**config.mk**
```make
export PLATFORM = sky130hd
export DESIGN_NAME = hamming_codec
export DESIGN_NICKNAME = d
export VERILOG_FILES = /design/src/rtl/hc_pkg.sv /design/src/rtl/hc_encoder.sv /design/src/rtl/hc_syndrome.sv /design/src/rtl/hc_corrector.sv /design/src/rtl/hamming_codec.sv
export SDC_FILE = /design/constraint.sdc
export NUM_CORES = 1
export LEC_CHECK = 0
export BUFFER_PORTS_ARGS = -buffer_cell sky130_fd_sc_hd__buf_4
export CORE_AREA = 10 10 77 79
export CTS_CLUSTER_DIAMETER = 30
export DETAILED_ROUTE_END_ITERATION = 10
export DIE_AREA = 0 0 87 89
export GPL_ROUTABILITY_DRIVEN = 0
export PLACE_DENSITY = 0.78
export SKIP_CTS_REPAIR_TIMING = 1
export SLEW_MARGIN = 25
export SYNTH_ARGS = -nofsm -noshare
export SYNTH_HDL_FRONTEND = slang
export SYNTH_SLANG_ARGS = --single-unit
export TNS_END_PERCENT = 1
```
**constraint.sdc**
```tcl
create_clock -name clk -period 1 [get_ports clk]
set_clock_uncertainty 0.15 [all_clocks]
set_input_delay 0.3 -clock clk [delete_from_list [all_inputs] [get_ports clk]]
set_output_delay 0.3 -clock clk [all_outputs]
set_load 0.005 [all_outputs]
```
**src/rtl/hc_pkg.sv**
```systemverilog
package hc_pkg;

    // Smallest number of check bits r with 2^r >= data + r + 1.
    function automatic int parity_count(input int dw);
        int r;
        r = 1;
        while ((1 << r) < dw + r + 1) r++;
        return r;
    endfunction

    // True for positions 1, 2, 4, 8, ... that carry check bits.
    function automatic bit is_check_pos(input int pos);
        return (pos & (pos - 1)) == 0;
    endfunction

endpackage

```
**src/rtl/hc_encoder.sv**
```systemverilog
module hc_encoder #(
    parameter int DATA_W = 8,
    parameter int PAR_W  = 4,
    parameter int CODE_W = 12
) (
    input  logic [DATA_W-1:0] data_i,
    output logic [CODE_W-1:0] code_o
);
    import hc_pkg::*;

    always_comb begin
        logic [CODE_W-1:0] w;
        logic              p;
        int                k;
        w = '0;
        k = 0;
        // Place data bits, MSB first, into non-check positions.
        for (int pos = 1; pos <= CODE_W; pos++) begin
            if (!is_check_pos(pos)) begin
                w[CODE_W-pos] = data_i[DATA_W-1-k];
                k++;
            end
        end
        // Each check bit evens out the positions whose index has bit j set.
        for (int j = 0; j < PAR_W; j++) begin
            p = 1'b0;
            for (int pos = 1; pos <= CODE_W; pos++) begin
                if (pos[j] && pos != (1 << j)) p = p ^ w[CODE_W-pos];
            end
            w[CODE_W-(1<<j)] = p;
        end
        code_o = w;
    end

endmodule

```
**src/rtl/hc_syndrome.sv**
```systemverilog
module hc_syndrome #(
    parameter int PAR_W  = 4,
    parameter int CODE_W = 12
) (
    input  logic [CODE_W-1:0] code_i,
    output logic [PAR_W-1:0]  syn_o
);

    always_comb begin
        logic [PAR_W-1:0] s;
        s = '0;
        for (int j = 0; j < PAR_W; j++) begin
            for (int pos = 1; pos <= CODE_W; pos++) begin
                if (pos[j]) s[j] = s[j] ^ code_i[CODE_W-pos];
            end
        end
        syn_o = s;
    end

endmodule

```
**src/rtl/hc_corrector.sv**
```systemverilog
module hc_corrector #(
    parameter int DATA_W = 8,
    parameter int PAR_W  = 4,
    parameter int CODE_W = 12
) (
    input  logic [CODE_W-1:0] code_i,
    input  logic [PAR_W-1:0]  syn_i,
    output logic [CODE_W-1:0] fixed_o,
    output logic [DATA_W-1:0] data_o,
    output logic              corr_o,
    output logic              unc_o
);
    import hc_pkg::*;

    always_comb begin
        logic [CODE_W-1:0] w;
        int                k;
        w      = code_i;
        corr_o = 1'b0;
        unc_o  = 1'b0;
        if (syn_i != '0) begin
            if (int'(syn_i) <= CODE_W) begin
                w[CODE_W-int'(syn_i)] = ~w[CODE_W-int'(syn_i)];
                corr_o = 1'b1;
            end else begin
                unc_o = 1'b1;
            end
        end
        fixed_o = w;
        data_o  = '0;
        k       = 0;
        for (int pos = 1; pos <= CODE_W; pos++) begin
            if (!is_check_pos(pos)) begin
                data_o[DATA_W-1-k] = w[CODE_W-pos];
                k++;
            end
        end
    end

endmodule

```
**src/rtl/hamming_codec.sv**
```systemverilog
module hamming_codec #(
    parameter  int DATA_W = 8,
    localparam int PAR_W  = hc_pkg::parity_count(DATA_W),
    localparam int CODE_W = DATA_W + PAR_W
) (
    input  logic              clk,
    input  logic              rst_n,
    input  logic              enc_valid_i,
    input  logic [DATA_W-1:0] enc_data_i,
    output logic              enc_valid_o,
    output logic [CODE_W-1:0] enc_code_o,
    input  logic              dec_valid_i,
    input  logic [CODE_W-1:0] dec_code_i,
    output logic              dec_valid_o,
    output logic [DATA_W-1:0] dec_data_o,
    output logic [CODE_W-1:0] dec_code_o,
    output logic [PAR_W-1:0]  dec_syndrome_o,
    output logic              dec_corrected_o,
    output logic              dec_uncorr_o
);

    logic [CODE_W-1:0] enc_word;
    logic [PAR_W-1:0]  rx_syn;
    logic [CODE_W-1:0] rx_fixed;
    logic [DATA_W-1:0] rx_data;
    logic              rx_corr;
    logic              rx_unc;
    logic [PAR_W-1:0]  enc_chk_syn;

    hc_encoder #(.DATA_W(DATA_W), .PAR_W(PAR_W), .CODE_W(CODE_W)) u_enc (
        .data_i (enc_data_i),
        .code_o (enc_word)
    );

    hc_syndrome #(.PAR_W(PAR_W), .CODE_W(CODE_W)) u_syn (
        .code_i (dec_code_i),
        .syn_o  (rx_syn)
    );

    hc_corrector #(.DATA_W(DATA_W), .PAR_W(PAR_W), .CODE_W(CODE_W)) u_fix (
        .code_i  (dec_code_i),
        .syn_i   (rx_syn),
        .fixed_o (rx_fixed),
        .data_o  (rx_data),
        .corr_o  (rx_corr),
        .unc_o   (rx_unc)
    );

    // Encode stage register.
    always_ff @(posedge clk or negedge rst_n) begin
        if (!rst_n) begin
            enc_valid_o <= 1'b0;
            enc_code_o  <= '0;
        end else begin
            enc_valid_o <= enc_valid_i;
            if (enc_valid_i) enc_code_o <= enc_word;
        end
    end

    // Decode stage register.
    always_ff @(posedge clk or negedge rst_n) begin
        if (!rst_n) begin
            dec_valid_o     <= 1'b0;
            dec_data_o      <= '0;
            dec_code_o      <= '0;
            dec_syndrome_o  <= '0;
            dec_corrected_o <= 1'b0;
            dec_uncorr_o    <= 1'b0;
        end else begin
            dec_valid_o <= dec_valid_i;
            if (dec_valid_i) begin
                dec_data_o      <= rx_data;
                dec_code_o      <= rx_fixed;
                dec_syndrome_o  <= rx_syn;
                dec_corrected_o <= rx_corr;
                dec_uncorr_o    <= rx_unc;
            end
        end
    end

    // Independent syndrome on the encoder output, used only by a check.
    hc_syndrome #(.PAR_W(PAR_W), .CODE_W(CODE_W)) u_enc_chk (
        .code_i (enc_code_o),
        .syn_o  (enc_chk_syn)
    );

    always_comb begin
        if (rst_n && enc_valid_o)
            a_r1_enc_word_clean: assert (enc_chk_syn == '0);
    end

    a_r2_enc_latency: assert property (@(posedge clk) disable iff (!rst_n)
        enc_valid_i |=> enc_valid_o);

    a_r2_enc_hold: assert property (@(posedge clk) disable iff (!rst_n)
        !enc_valid_i |=> $stable(enc_code_o));

    a_r7_dec_latency: assert property (@(posedge clk) disable iff (!rst_n)
        dec_valid_i |=> dec_valid_o);

    a_r7_dec_hold: assert property (@(posedge clk) disable iff (!rst_n)
        !dec_valid_i |=> $stable(dec_code_o) && $stable(dec_syndrome_o));

    a_r4_clean_no_flags: assert property (@(posedge clk) disable iff (!rst_n)
        (dec_valid_o && dec_syndrome_o == '0) |-> !dec_corrected_o && !dec_uncorr_o);

    a_r5_one_bit_flipped: assert property (@(posedge clk) disable iff (!rst_n)
        dec_valid_i |=> (dec_corrected_o ->
            $countones(dec_code_o ^ $past(dec_code_i)) == 1));

    a_r6_unc_passthrough: assert property (@(posedge clk) disable iff (!rst_n)
        dec_valid_i |=> (!dec_corrected_o -> dec_code_o == $past(dec_code_i)));

    a_r6_flags_exclusive: assert property (@(posedge clk) disable iff (!rst_n)
        !(dec_corrected_o && dec_uncorr_o));

endmodule

```
==> results.md <==
* Io pins at 64
* Fin. Hold Viols at 32
* Cell accounting for the most synthesized area: dfrtp_1
* Async set-reset flop share out of synthesis at 100%
* Clock Sinks at 32
* Synth top area share at a little over a third
* XOR/XNOR share of the synthesized area at around 19%
* Clk slew on worst S/H paths at 0.07 ns
* CP max FO at 6
* Initial DRC Count at 119
* CTS tree: done
* Wire per inst at about 17 um
* Vias at 1978
* CTS root buffer: clkbuf_8
* DP HPWL at 4.72 mm
* Count leader, synth: dfrtp_1
* Area growth, synth to finish at 57.6%
* CP top delay family: XOR/XNOR gates
* CTS H-tree lvls at 2
* CP arrival at 2.24 ns
* Met1 Track Usage GR at 17.4%
* Fin util at about four fifths
* RSZ-0062 raised after global routing: true
* Fin. max-slew vios at 0
* Share of layout cells above drive strength 1 at between 50% and 60%
* Routed Antenna Nets at 0
* PD cells at approximately 1800 nW/um^2
* CP endpoint kind: flip-flop
* GRT met3 Usage at around 4.1%
* GR Util met2 at a little over a quarter
* Status: finished, violations left
* Post-synth EDFFs at 0
* Later-pin clock latency in the skew report at 0.28 ns
* Largest net degree at the start of global routing at 33
* Compound-Gate Fraction of Synth Area at between 10% and 20%
* N_diodes at 0
* Crit path launch type: input pin
* Total CTS buffers at 5
* Routed WL at 6.33 mm
* Syn avg cell area at 10.6 um^2
* All-Layer GR Usage at 15.1%
* Post-synthesis sequential area ratio at 35.5%
* Number of synthesis warnings at 0
* Net Count, Synth at 241
* Synth cell count leaders: 32 x dfrtp_1, 13 x mux2_2, 13 x xnor2_1, 12 x a21oi_1, 12 x nand2_1
* Die area at 7740 um^2
* DR vias/cell at 5.32
* Least-Margin Pin Slew at 0.401 ns
* Main combinational cell family by area after synthesis: XOR/XNOR gates
* VDD IR max at 985 uV
* First-pass GRT wire length at 9.43 mm
* Post-Synth Simple-Gate Area at 9.76%
* Cell Area, Synth at 2260 um^2
* FP Rows at 25
* WP buf/inv at 3
* CTS max path bufs at 2
* Final worst path period need at 2.24 ns
* Core Box Area at about 4500 um^2
* Synth Flop Type: dfrtp_1
* Post-Layout Cell Count at ~370
* Global route overflow at 0
* Nets at 346
* WHS at -0.206 ns
* Gate Count Post-Synth at ~210
* Initial antenna violation count at 0
* Min-Delay Path Class: input pin to async pin
* IO buf count at 63
* Failing checks: negative hold slack, negative setup slack
* Synth cell types at 53
* WS Path Type: input pin to flip-flop
* #FFs+latches synth at 32
* Synthesized-area fraction occupied by adder cells at 3.22%
* WP data required at 1.00 ns
* Post-synthesis mux area share at 10.7%
* Leak at 0.00166 uW
* Vias in the first global route at 1990
* Cell chain of the critical path: buf_8 -> xnor3_2 -> xnor2_4 -> buf_4 -> inv_2 -> or3_4 -> and2_4 -> o2111ai_2 -> o221ai_2
* Initial Util at 49.7%
* Max Cap Viol at 0
* Placed cells at 362
* Slew headroom at 73.3%
* Die Height at 89 um
* Grt peak-use layer: met2
* DRC at 0
* Final setup viols at slightly above 60
* CP max-delay cell: xnor3_2
* PnR worst setup slack at -1.24 ns
* Fmax at ~450 MHz
* Max stage delay on crit path at around 0.48 ns
* Fin crit share at 224%
* Tot Pwr at approximately 6600 uW
* Pre-antenna DRT Iters at 4
* Synth area leaders: dfrtp_1 35%, mux2_2 6.5%, xnor2_1 5.0%, xnor2_2 4.3%, buf_4 3.3%
* Die Wd at 87 um
## power by group
group	internal [uW]	switching [uW]
clock network	879	471
registers	1530	192
logic	2000	1500
total	4410	2170
## placed cells by master, fill, tap and decap left out, types with 3 or more instances in the layout
cell type and count:
nand2_1 11, xor2_1 6, xnor2_4 6, buf_4 85, nand3_1 7, a21oi_1 11
a221o_1 4, dfrtp_1 32, clkbuf_8 7, inv_1 10, o21a_1 3, o2111ai_2 3
xnor3_1 3, mux2_4 3, mux2_2 10, buf_6 30, nor2_1 11, ha_1 3
xnor2_1 11, mux2i_1 6, o221ai_2 4
## path summary, 6_finish.rpt
path	start	to	slack, ns	cells after the start
max	dec_code_i[9]	dec_code_o[8]$_DFFE_PN0P_	-1.24	9
min	rst_n	dec_syndrome_o[1]$_DFFE_PN0P_	-0.21	1
max reg2reg	dec_data_o[5]$_DFFE_PN0P_	dec_data_o[5]$_DFFE_PN0P_	-0.05	1
min reg2reg	dec_uncorr_o$_DFFE_PN0P_	dec_uncorr_o$_DFFE_PN0P_	0.36	1
max in group asynchronous	rst_n	dec_code_o[9]$_DFFE_PN0P_	0.61	1
min in group clk	enc_valid_i	enc_valid_o$_DFF_PN0_	0.10	1
## routing by layer
layer,share of wire (%),wire length (um)
met3,5.5,350
met5,0,0
met4,1.2,77
met2,53,3340
met1,41,2570
## state kept, by name, summed over array words and instances (netlist names)
signal and cells:
dec_valid_o 1, dec_corrected_o 1, enc_valid_o 1, enc_code_o 12, dec_code_o 5, dec_data_o 7
dec_syndrome_o 4, dec_uncorr_o 1
## layout make-up
| type | count | area [um^2] |
|---|---|---|
| inverter | 13 | 51.3 |
| timing repair buffer | 118 | 1030 |
| tap | 54 | 67.6 |
| fill | 273 | 980 |
| multi-input combinational | 147 | 1480 |
| sequential | 32 | 801 |
| clock buffer | 7 | 96.3 |
| clock inverter | 1 | 30.0 |
## stage by stage
stage	setup WS, ns	TNS, ns	cell area [um^2]
after global routing	-1.29	-30.49	3560
after CTS	-1.26	-29.03	3280
final	-1.24	-28.10	3560
after detailed placement	-1.56	-25.63	3150
after floorplan	-1.46	-22.54	2350
after global placement	-1.51	-24.88	3150
## cells by family after synthesis
family,count (synthesis)
and+or+nand+nor,44
buffers and inverters,33
DFF,32
adders and majority gates,6
xor gates and xnor gates,32
muxes,22
AOI/OAI and AO/OA,43
No activity file was read; power rests on OpenSTA's default activity.
